$ cat config.mk
export PLATFORM = sky130hd
export DESIGN_NAME = axi_excl_monitor
export DESIGN_NICKNAME = d
export VERILOG_FILES = /design/src/rtl/xm_pkg.sv /design/src/rtl/xm_span.sv /design/src/rtl/xm_overlap.sv /design/src/rtl/xm_resv_slot.sv /design/src/rtl/xm_resp_regs.sv /design/src/rtl/axi_excl_monitor.sv
export SDC_FILE = /design/constraint.sdc
export NUM_CORES = 1
export LEC_CHECK = 0
export ABC_AREA = 1
export BUFFER_PORTS_ARGS = -buffer_cell sky130_fd_sc_hd__buf_2
export CELL_PAD_IN_SITES_DETAIL_PLACEMENT = 0
export CELL_PAD_IN_SITES_GLOBAL_PLACEMENT = 2
export CORE_MARGIN = 2
export CORE_UTILIZATION = 38
export DETAILED_ROUTE_END_ITERATION = 6
export PLACE_DENSITY = 0.85
export SLEW_MARGIN = 10
export SYNTH_ARGS = -nofsm -noshare
export SYNTH_HDL_FRONTEND = slang
export SYNTH_SLANG_ARGS = --single-unit
$ cat constraint.sdc
create_clock -name clk -period 6.5 [get_ports clk]
set_input_delay 0.65 -clock clk [delete_from_list [all_inputs] [get_ports clk]]
set_output_delay 0.65 -clock clk [all_outputs]
set_load 0.03 [all_outputs]
$ cat src/rtl/xm_pkg.sv
package xm_pkg;
  typedef enum logic [1:0] {
    RSP_OKAY   = 2'b00,
    RSP_EXOKAY = 2'b01
  } rsp_code_e;

  localparam int LEN_W  = 8;
  localparam int SIZE_W = 3;
endpackage

$ cat src/rtl/xm_span.sv
// Total byte length of a burst: (beats) << log2(bytes per beat).
module xm_span #(
  parameter int LEN_W   = 8,
  parameter int SIZE_W  = 3,
  parameter int BYTES_W = 16
) (
  input  logic [LEN_W-1:0]   len,
  input  logic [SIZE_W-1:0]  size,
  output logic [BYTES_W-1:0] bytes
);
  logic [BYTES_W-1:0] beats;

  always_comb begin
    beats = BYTES_W'(len) + BYTES_W'(1);
    bytes = beats << size;
  end
endmodule

$ cat src/rtl/xm_overlap.sv
// Half-open range intersection test, computed one bit wider than the address.
module xm_overlap #(
  parameter int ADDR_W  = 32,
  parameter int BYTES_W = 16
) (
  input  logic [ADDR_W-1:0]  a_addr,
  input  logic [BYTES_W-1:0] a_bytes,
  input  logic [ADDR_W-1:0]  b_addr,
  input  logic [BYTES_W-1:0] b_bytes,
  output logic               hit
);
  localparam int EW = ADDR_W + 1;

  logic [EW-1:0] a_lo, a_hi, b_lo, b_hi;

  always_comb begin
    a_lo = EW'(a_addr);
    b_lo = EW'(b_addr);
    a_hi = a_lo + EW'(a_bytes);
    b_hi = b_lo + EW'(b_bytes);
    hit  = (a_lo < b_hi) && (b_lo < a_hi);
  end
endmodule

$ cat src/rtl/xm_resv_slot.sv
// One reservation: valid flag, start address, byte length. Arm beats clear.
module xm_resv_slot #(
  parameter int ADDR_W  = 32,
  parameter int BYTES_W = 16
) (
  input  logic               clk,
  input  logic               rst_n,
  input  logic               arm,
  input  logic [ADDR_W-1:0]  arm_addr,
  input  logic [BYTES_W-1:0] arm_bytes,
  input  logic               kill,
  output logic               vld,
  output logic [ADDR_W-1:0]  addr,
  output logic [BYTES_W-1:0] bytes
);
  always_ff @(posedge clk) begin
    if (!rst_n) begin
      vld   <= 1'b0;
      addr  <= '0;
      bytes <= '0;
    end else if (arm) begin
      vld   <= 1'b1;
      addr  <= arm_addr;
      bytes <= arm_bytes;
    end else if (kill) begin
      vld   <= 1'b0;
    end
  end

  AST_ARM_SETS_VALID: assert property (@(posedge clk) disable iff (!rst_n)
    arm |=> vld);
  AST_KILL_DROPS_VALID: assert property (@(posedge clk) disable iff (!rst_n)
    (kill && !arm) |=> !vld);
  AST_IDLE_HOLDS: assert property (@(posedge clk) disable iff (!rst_n)
    (!kill && !arm) |=> $stable(vld));
endmodule

$ cat src/rtl/xm_resp_regs.sv
// Registers the read and write verdicts into one-cycle pulses.
module xm_resp_regs #(
  parameter int ID_W = 2
) (
  input  logic            clk,
  input  logic            rst_n,
  input  logic            rd_fire,
  input  logic [ID_W-1:0] rd_id,
  input  logic [1:0]      rd_code,
  input  logic            wr_fire,
  input  logic [ID_W-1:0] wr_id,
  input  logic [1:0]      wr_code,
  input  logic            wr_block,
  output logic            rd_rsp_vld,
  output logic [ID_W-1:0] rd_rsp_id,
  output logic [1:0]      rd_rsp_code,
  output logic            wr_rsp_vld,
  output logic [ID_W-1:0] wr_rsp_id,
  output logic [1:0]      wr_rsp_code,
  output logic            wr_inhibit
);
  always_ff @(posedge clk) begin
    if (!rst_n) begin
      rd_rsp_vld  <= 1'b0;
      rd_rsp_id   <= '0;
      rd_rsp_code <= 2'b00;
      wr_rsp_vld  <= 1'b0;
      wr_rsp_id   <= '0;
      wr_rsp_code <= 2'b00;
      wr_inhibit  <= 1'b0;
    end else begin
      rd_rsp_vld  <= rd_fire;
      rd_rsp_id   <= rd_fire ? rd_id : '0;
      rd_rsp_code <= rd_fire ? rd_code : 2'b00;
      wr_rsp_vld  <= wr_fire;
      wr_rsp_id   <= wr_fire ? wr_id : '0;
      wr_rsp_code <= wr_fire ? wr_code : 2'b00;
      wr_inhibit  <= wr_fire & wr_block;
    end
  end
endmodule

$ cat src/rtl/axi_excl_monitor.sv
module axi_excl_monitor
  import xm_pkg::*;
#(
  parameter int ID_W           = 2,
  parameter int ADDR_W         = 32,
  parameter int BYTES_W        = 16,
  parameter int MAX_EXCL_BYTES = 128
) (
  input  logic              clk,
  input  logic              rst_n,
  input  logic              ar_valid,
  input  logic              ar_ready,
  input  logic [ID_W-1:0]   ar_id,
  input  logic [ADDR_W-1:0] ar_addr,
  input  logic [7:0]        ar_len,
  input  logic [2:0]        ar_size,
  input  logic              ar_lock,
  input  logic              aw_valid,
  input  logic              aw_ready,
  input  logic [ID_W-1:0]   aw_id,
  input  logic [ADDR_W-1:0] aw_addr,
  input  logic [7:0]        aw_len,
  input  logic [2:0]        aw_size,
  input  logic              aw_lock,
  output logic              rd_rsp_vld,
  output logic [ID_W-1:0]   rd_rsp_id,
  output logic [1:0]        rd_rsp_code,
  output logic              wr_rsp_vld,
  output logic [ID_W-1:0]   wr_rsp_id,
  output logic [1:0]        wr_rsp_code,
  output logic              wr_inhibit
);
  localparam int NUM_IDS = 1 << ID_W;

  logic               ar_fire, aw_fire;
  logic [BYTES_W-1:0] rd_bytes, wr_bytes;
  logic               rd_fits, rd_arm, rd_refuse;
  logic               own_match, wr_commit, wr_excl_ok, wr_excl_bad;
  rsp_code_e          rd_code, wr_code;

  logic               slot_vld   [NUM_IDS];
  logic [ADDR_W-1:0]  slot_addr  [NUM_IDS];
  logic [BYTES_W-1:0] slot_bytes [NUM_IDS];
  logic               slot_hit   [NUM_IDS];
  logic               slot_arm   [NUM_IDS];
  logic               slot_kill  [NUM_IDS];

  assign ar_fire = ar_valid & ar_ready;
  assign aw_fire = aw_valid & aw_ready;

  xm_span #(.LEN_W(LEN_W), .SIZE_W(SIZE_W), .BYTES_W(BYTES_W)) u_rd_span (
    .len(ar_len), .size(ar_size), .bytes(rd_bytes));
  xm_span #(.LEN_W(LEN_W), .SIZE_W(SIZE_W), .BYTES_W(BYTES_W)) u_wr_span (
    .len(aw_len), .size(aw_size), .bytes(wr_bytes));

  always_comb begin
    rd_fits   = (rd_bytes <= BYTES_W'(MAX_EXCL_BYTES));
    rd_arm    = ar_fire & ar_lock & rd_fits;
    rd_refuse = ar_fire & ar_lock & ~rd_fits;
    rd_code   = rd_arm ? RSP_EXOKAY : RSP_OKAY;

    own_match = slot_vld[aw_id] && (slot_addr[aw_id] == aw_addr) &&
                (slot_bytes[aw_id] == wr_bytes);
    wr_excl_ok  = aw_fire & aw_lock & own_match;
    wr_excl_bad = aw_fire & aw_lock & ~own_match;
    wr_commit   = aw_fire & (~aw_lock | own_match);
    wr_code     = wr_excl_ok ? RSP_EXOKAY : RSP_OKAY;
  end

  for (genvar i = 0; i < NUM_IDS; i++) begin : g_slot
    xm_overlap #(.ADDR_W(ADDR_W), .BYTES_W(BYTES_W)) u_ovl (
      .a_addr (slot_addr[i]),
      .a_bytes(slot_bytes[i]),
      .b_addr (aw_addr),
      .b_bytes(wr_bytes),
      .hit    (slot_hit[i])
    );

    always_comb begin
      slot_arm[i]  = rd_arm && (ar_id == ID_W'(i));
      slot_kill[i] = (wr_commit && slot_hit[i]) ||
                     (rd_refuse && (ar_id == ID_W'(i)));
    end

    xm_resv_slot #(.ADDR_W(ADDR_W), .BYTES_W(BYTES_W)) u_slot (
      .clk      (clk),
      .rst_n    (rst_n),
      .arm      (slot_arm[i]),
      .arm_addr (ar_addr),
      .arm_bytes(rd_bytes),
      .kill     (slot_kill[i]),
      .vld      (slot_vld[i]),
      .addr     (slot_addr[i]),
      .bytes    (slot_bytes[i])
    );
  end

  xm_resp_regs #(.ID_W(ID_W)) u_resp (
    .clk        (clk),
    .rst_n      (rst_n),
    .rd_fire    (ar_fire),
    .rd_id      (ar_id),
    .rd_code    (rd_code),
    .wr_fire    (aw_fire),
    .wr_id      (aw_id),
    .wr_code    (wr_code),
    .wr_block   (wr_excl_bad),
    .rd_rsp_vld (rd_rsp_vld),
    .rd_rsp_id  (rd_rsp_id),
    .rd_rsp_code(rd_rsp_code),
    .wr_rsp_vld (wr_rsp_vld),
    .wr_rsp_id  (wr_rsp_id),
    .wr_rsp_code(wr_rsp_code),
    .wr_inhibit (wr_inhibit)
  );

  AST_WR_VERDICT_FOLLOWS: assert property (@(posedge clk) disable iff (!rst_n)
    aw_fire |=> wr_rsp_vld);
  AST_WR_QUIET_WITHOUT_FIRE: assert property (@(posedge clk) disable iff (!rst_n)
    !aw_fire |=> !wr_rsp_vld);
  AST_RD_VERDICT_FOLLOWS: assert property (@(posedge clk) disable iff (!rst_n)
    ar_fire |=> rd_rsp_vld);
  AST_INHIBIT_IS_OKAY: assert property (@(posedge clk) disable iff (!rst_n)
    (wr_rsp_vld && wr_inhibit) |-> (wr_rsp_code == 2'b00));
  AST_WR_EXOKAY_NEEDS_LOCK: assert property (@(posedge clk) disable iff (!rst_n)
    (wr_rsp_vld && wr_rsp_code == 2'b01) |-> $past(aw_lock));
  AST_RD_EXOKAY_NEEDS_LOCK: assert property (@(posedge clk) disable iff (!rst_n)
    (rd_rsp_vld && rd_rsp_code == 2'b01) |-> $past(ar_lock));
  AST_NORMAL_WR_NOT_INHIBITED: assert property (@(posedge clk) disable iff (!rst_n)
    (aw_fire && !aw_lock) |=> !wr_inhibit);
endmodule

== Yosys cells after proc, flatten, opt, wreduce, memory -nomap -nowiden ==
Index checks and enable logic that the tools add are counted.

* Register bits: 207
* Bits of input ports: 98
* Logic and storage cells: 106

* Add/sub/neg operators: 7
* Magnitude comparators: 10
* Equal/unequal tests: 5
* Shifts and indexed selects: 2
* Muxes and demuxes: 19
* Bitwise gates (word level): 15
* Reductions and logical operators: 29

{| class="wikitable"
|+ Operator list
! operator !! count
|-
| 32-bit by 33-bit less-than comparator with 1-bit output || 8
|-
| 32-bit by 16-bit adder with 33-bit output || 5
|-
| 32-bit binary-select mux with 2-bit select || 1
|-
| 32-bit 2-to-1 mux || 2
|-
| 16-bit binary-select mux with 2-bit select || 1
|-
| 32-bit == test || 1
|-
| 16-bit 2-to-1 mux || 2
|-
| 16-bit by 3-bit left shift with 16-bit output || 2
|-
| 8-bit by 1-bit adder with 9-bit output (second input constant) || 2
|-
| 1-bit logical AND || 18
|-
| 16-bit == test || 1
|-
| 16-bit by 8-bit <= comparator with 1-bit output (second input constant) || 1
|-
| 1-bit 2-to-1 mux || 12
|-
| 1-bit bitwise AND || 10
|-
| 2-bit nonzero test || 4
|-
| 2-bit == test (second input constant) || 2
|-
| 1-bit logical OR || 4
|-
| 2-bit AND reduction || 2
|-
| 3-bit greater-or-equal comparator (second input constant) || 1
|-
| 1-bit inverter || 3
|-
| 2-bit inverter with 3-bit output || 1
|-
| 1-bit binary-select mux with 2-bit select || 1
|-
| 2-bit by 1-bit == test with 1-bit output (second input constant) || 1
|-
| 2-bit zero test || 1
|-
| 1-bit bitwise OR || 1
|}

== Longest topological paths before layout ==
* Word-level depth: 13
* Mapped depth: 38
* Mapped depth without buffers: 38

== Hierarchy ==
A second synthesis with hierarchy kept.

* Cells, all modules: 4522
* Area total of the unflattened synthesis: 27677.8 um^2

{| class="wikitable"
|+ Modules (own cells, without submodules)
! module !! times used !! cells each !! area each (um^2) !! seq. area each (um^2)
|-
| xm_resv_slot || 4 || 213 || 1691.6 || 980.9
|-
| xm_overlap (g_slot[1].u_ovl) || 1 || 704 || 4260.3 || 0.0
|-
| xm_overlap (g_slot[3].u_ovl) || 1 || 699 || 4220.3 || 0.0
|-
| xm_overlap (g_slot[0].u_ovl) || 1 || 717 || 4197.8 || 0.0
|-
| xm_overlap (g_slot[2].u_ovl) || 1 || 693 || 4156.5 || 0.0
|-
| axi_excl_monitor || 1 || 610 || 2670.1 || 0.0
|-
| xm_span || 2 || 107 || 551.8 || 0.0
|-
| xm_resp_regs || 1 || 33 || 302.8 || 220.2
|}

== Worst setup path before layout ==
Ideal clock, no wire load.

* Kind: input to register
* Start point: in aw_size[0]
* End point: reg g_slot[2].u_slot.vld
* Arrival time: 4379 ps
* Data required time: 6369 ps
* Setup slack: 1990 ps
* Stages on the path: 26
* Path buffers: 1
* Cell sequence: clkbuf_1 -> nor4_1 -> ha_1 -> inv_1 -> fa_1 -> nand3b_1 -> nand2_1 -> nand3_1 -> nand2_1 -> nand2_1 -> nand2_1 -> nand2_1 -> nor2_1 -> nand3_1 -> xor2_1 -> ha_1 -> nand2_1 -> nor2_1 -> a211oi_1 -> nor2_1 -> a211oi_1 -> inv_1 -> nor2_1 -> nand4_1 -> nand2_1 -> a21oi_2

* Word-level cells in the longest chain between the ends: 8
* Elaborated cells between the ends (all ways): 11
* Classes of those cells: 1 x add/sub; 1 x order compare; 1 x eq/ne; 1 x shift; 2 x bitwise; 5 x reduce/logical

{| class="wikitable"
|+ Ends and longest elaborated chain
! what !! RTL line !! source
|-
| start, declared || axi_excl_monitor.sv:23 || <nowiki>input logic [2:0] aw_size,</nowiki>
|-
| 16-bit by 3-bit left shift with 16-bit output (*) || xm_span.sv:15 || <nowiki>bytes = beats << size;</nowiki>
|-
| parallel branches: the longest is 4 deep, another holds 32-bit by 16-bit adder with 33-bit output || -- ||
|-
| 1-bit logical AND (*) || axi_excl_monitor.sv:81 || <nowiki>slot_kill[i] = (wr_commit && slot_hit[i]) ||</nowiki>
|-
| 1-bit logical OR (*) || axi_excl_monitor.sv:81 ||
|-
| 2-bit nonzero test (no line) (*) || -- ||
|-
| end signal, assigned || xm_resv_slot.sv:18 || <nowiki>vld <= 1'b0;</nowiki>
|-
| end signal, assigned || xm_resv_slot.sv:22 || <nowiki>vld <= 1'b1;</nowiki>
|-
| end signal, assigned || xm_resv_slot.sv:26 || <nowiki>vld <= 1'b0;</nowiki>
|-
| end, declared || xm_resv_slot.sv:12 || <nowiki>output logic vld,</nowiki>
|}

Mark *: on every way between the ends.
A chain may end at the register's enable or synchronous reset.

== Worst setup path after layout ==
* Start point: in aw_size[2]
* End point: reg g_slot[1].u_slot.vld

* Word-level cells in the longest chain between the ends: 8
* Elaborated cells between the ends (all ways): 11
* Classes of those cells: 1 x add/sub; 1 x order compare; 1 x eq/ne; 1 x shift; 2 x bitwise; 5 x reduce/logical

{| class="wikitable"
|+ Ends and longest elaborated chain
! what !! RTL line
|-
| 16-bit by 3-bit left shift with 16-bit output (*) || xm_span.sv:15
|-
| parallel branches: the longest is 4 deep, another holds 32-bit by 16-bit adder with 33-bit output || --
|-
| 1-bit logical AND (*) || axi_excl_monitor.sv:81
|-
| 1-bit logical OR (*) || axi_excl_monitor.sv:81
|-
| 2-bit nonzero test (no line) (*) || --
|-
| end signal, assigned || xm_resv_slot.sv:18
|-
| end signal, assigned || xm_resv_slot.sv:22
|-
| end signal, assigned || xm_resv_slot.sv:26
|-
| end, declared || xm_resv_slot.sv:12
|}

Marks and branches as above.

==> reports/metrics.yaml <==
worstSetupPathType: "input pin to flip-flop"
grt_pass1_vias: 21900
rows: 86
drc_errors: 0
drv_slew: 0
reg2regPathDepth: 26
synth_flop_cell: "dfxtp_1"
cts.sinks: 205
cts_buffers: 26
cts.hold.buffers_added: 0
relSlewSlack_pct: 20.8
fmax_mhz: 174
die_w_um: 240
setup_viol: 0
met2WireLength_mm: 40.4
cts_tree: "built"
vias_per_cell: 5.56
synth_top_area_cell: "dfxtp_1"
r2r-end: "g_slot[1].u_slot.vld"
drive_gt1_share_pct: 6.44
min_to: "g_slot[2].u_slot.addr[17]"
synthTopCellsByArea: "dfxtp_1 19%, ha_1 19%, nand2_1 13%"
ir_drop_mv: 0.182
worstPathArrival_ns: 6.23
min_from: "ar_addr[17]"
post-route-min-period_ns: 5.75
ys_async_sr_fraction_pct: 0
powerDensity_nw_per_um2: 157
htree_levels: 1
fill_cells: 6035
routedWlPerCell_um: 22.8
layout_commonest_cell: "nand2_1"
core_um2: 55100
synth_xor_area_share_pct: 6.74
clockRootBuffer: "clkbuf_16"
pre_cts_ws_ns: 0.213
hold_path_class: "input pin to flip-flop"
layout_common_cells: "729 x nand2_1, 464 x nor2_1, 314 x ha_1"
portBuffers: 106
dpl_cell_area_um2: 22400
area_growth_pct: 10.1
fin_ws_ns: 0.750
antenna_found_initial: 4
cts.clk_slew.worst_paths_ns: 0.06
synth_simple_gate_area_share_pct: 32.3
synth_fa_ha_area_share_pct: 19.0
synth.distinct_cells: 54
critPathSlowestCell: "nor4_1"
via_count: 22900
max_stage_delay_ns: 0.81
cts.repair.resized: 0
gr-usage-all-layers_pct: 32.5
fin_setup_tns_ns: 0
required_ns: 6.98
route.top_layer_used: "met4"
whs_ns: 0.356
drv_cap: 0
synth.avg_cell_area_um2: 6.45
wl_met3_mm: 5.68
reg2reg_slack_ns: 0.97
start_util_pct: 38.5
ios: 109
clk_path_buf_depth: 3
antenna_left: 0
design_area_um2: 23300
skew_ns: 0.00984
die_h_um: 240
drtPass1Iterations: 6
cpMostUsedCell: "nand2_1"
grt_pass1_wl_mm: 139
die-area_um2: 57700
synthMuxAreaShare_pct: 0.0472
routed_wl_mm: 94.0
drtIter0Drc: 1969
synthCells: 3284
hold_depth: 3
hpwl_mm: 74.7
cp-end-kind: "flip-flop"
cp_max_fo: 17
p_total_mw: 3.66
gp_congestion: 0.955
syn_area_um2: 21200
fin_util_pct: 42.4
clock_latency_ns: 0.57
fin_cells: 4117
grt_setup_unrepaired: "no"
tightest_slew_ns: 1.19
grt_max_degree: 80
dp_cells: 4068
ys_warn_count: 0
synth_compound_area_share_pct: 15.7
leakage_nw: 10.5
synth_top_family_by_area: "simple AND/OR/NAND/NOR gates"
ys_seq_area_share_pct: 19.4
netlist.area_leader.share_pct: 19.4
grt_overflow: 0
start_kind: "input pin"
wl_met1_mm: 44.2
synth-seq-cells: 205
timing.rr.start: "g_slot[1].u_slot.addr[2]"
nets: 3765
outcome: "complete, no violations"
final_hold_viol_count: 0
period_share_pct: 88.5
synth_edf_count: 0
postCtsSetupRepairBufs: 0
==> critical path, delay by kind of cell <==
kind | cells | cell delay [ns]
compound gates | 3 | 0.45
xor+xnor | 1 | 0.18
fa+ha+maj | 3 | 1.08
buf+inv | 3 | 0.31
simple gates | 21 | 3.54
==> state kept, by name (all words and copies together) (netlist names) <==
register,count
u_resp.wr_inhibit,1
g_slot.u_slot.vld,4
g_slot.u_slot.addr,128
g_slot.u_slot.bytes,64
u_resp.wr_rsp_vld,1
u_resp.rd_rsp_code,1
u_resp.rd_rsp_id,2
u_resp.rd_rsp_vld,1
u_resp.wr_rsp_id,2
u_resp.wr_rsp_code,1
==> per-layer routing <==
layer / track usage [%] / up-vias
met3: 3.62 / 139
met5: 0 / -
met4: 11.2 / 0
met1: 46.1 / 10800
li1: - / 11200
met2: 50.7 / 693
==> cells by family after synthesis <==
logic type,after synthesis
and+or+nand+nor,1626
muxes,1
buffers and inverters,351
other,1
AOI/OAI and AO/OA,618
DFF,205
xor gates and xnor gates,163
adders and majority gates,319
==> how the worst max path moves through the flow <==
stage / slack (ns) / from / endpoint / cells after the start
6_report: 0.75 / aw_size[2] / g_slot[1].u_slot.vld / 31
5_1_grt: 0.26 / aw_len[0] / g_slot[1].u_slot.vld / 34
4_1_cts: 0.79 / aw_len[0] / g_slot[1].u_slot.vld / 34
3_5_place_dp: 0.21 / aw_len[0] / g_slot[1].u_slot.vld / 34
3_3_place_gp: 0.30 / aw_len[0] / g_slot[1].u_slot.vld / 34
2_1_floorplan: 1.99 / aw_size[0] / g_slot[2].u_slot.vld / 26
==> where the power goes <==
part | total (mW) | internal (mW) | leakage [nW] | switching, mW
combinational | 0.814 | 0.247 | 8.38 | 0.567
sequential | 1.27 | 1.26 | 1.65 | 0.00609
clock | 1.58 | 0.954 | 0.457 | 0.623
total | 3.66 | 2.46 | 10.5 | 1.20
==> Yosys cell counts, types with 3 or more instances <==
cell      instances
nand2_1         729
nor2_1          464
ha_1            314
a21oi_1         261
o21ai_0         261
nand3_1         247
inv_1           243
dfxtp_1         205
xor2_1          111
nor3_1           63
clkbuf_1         60
nand4_1          59
xnor2_1          52
nor4_1           25
buf_2            23
a211oi_1         14
or2_2            14
a31oi_1          12
nand3b_1         10
o21bai_1         10
a32oi_1           8
buf_4             8
o211ai_1          8
o21a_1            7
buf_6             6
o21ai_1           6
fa_1              5
a21boi_0          4
a21o_1            4
inv_2             4
o31ai_1           4
a32o_1            3
a41oi_1           3
buf_1             3
clkbuf_2          3
nor2_2            3
o22a_1            3
==> cell type report <==
class | instances | area (um2) | area share [%]
timing repair buffer | 138 | 776 | 3.32
multi-input combinational | 2729 | 15700 | 67.1
clock inverter | 11 | 136 | 0.584
inverter | 248 | 931 | 3.99
tap | 748 | 936 | 4.01
clock buffer | 37 | 783 | 3.36
antenna | 1 | 2.50 | 0.0107
sequential | 205 | 4100 | 17.6
Note: power is estimated with default switching activity, not from simulation.
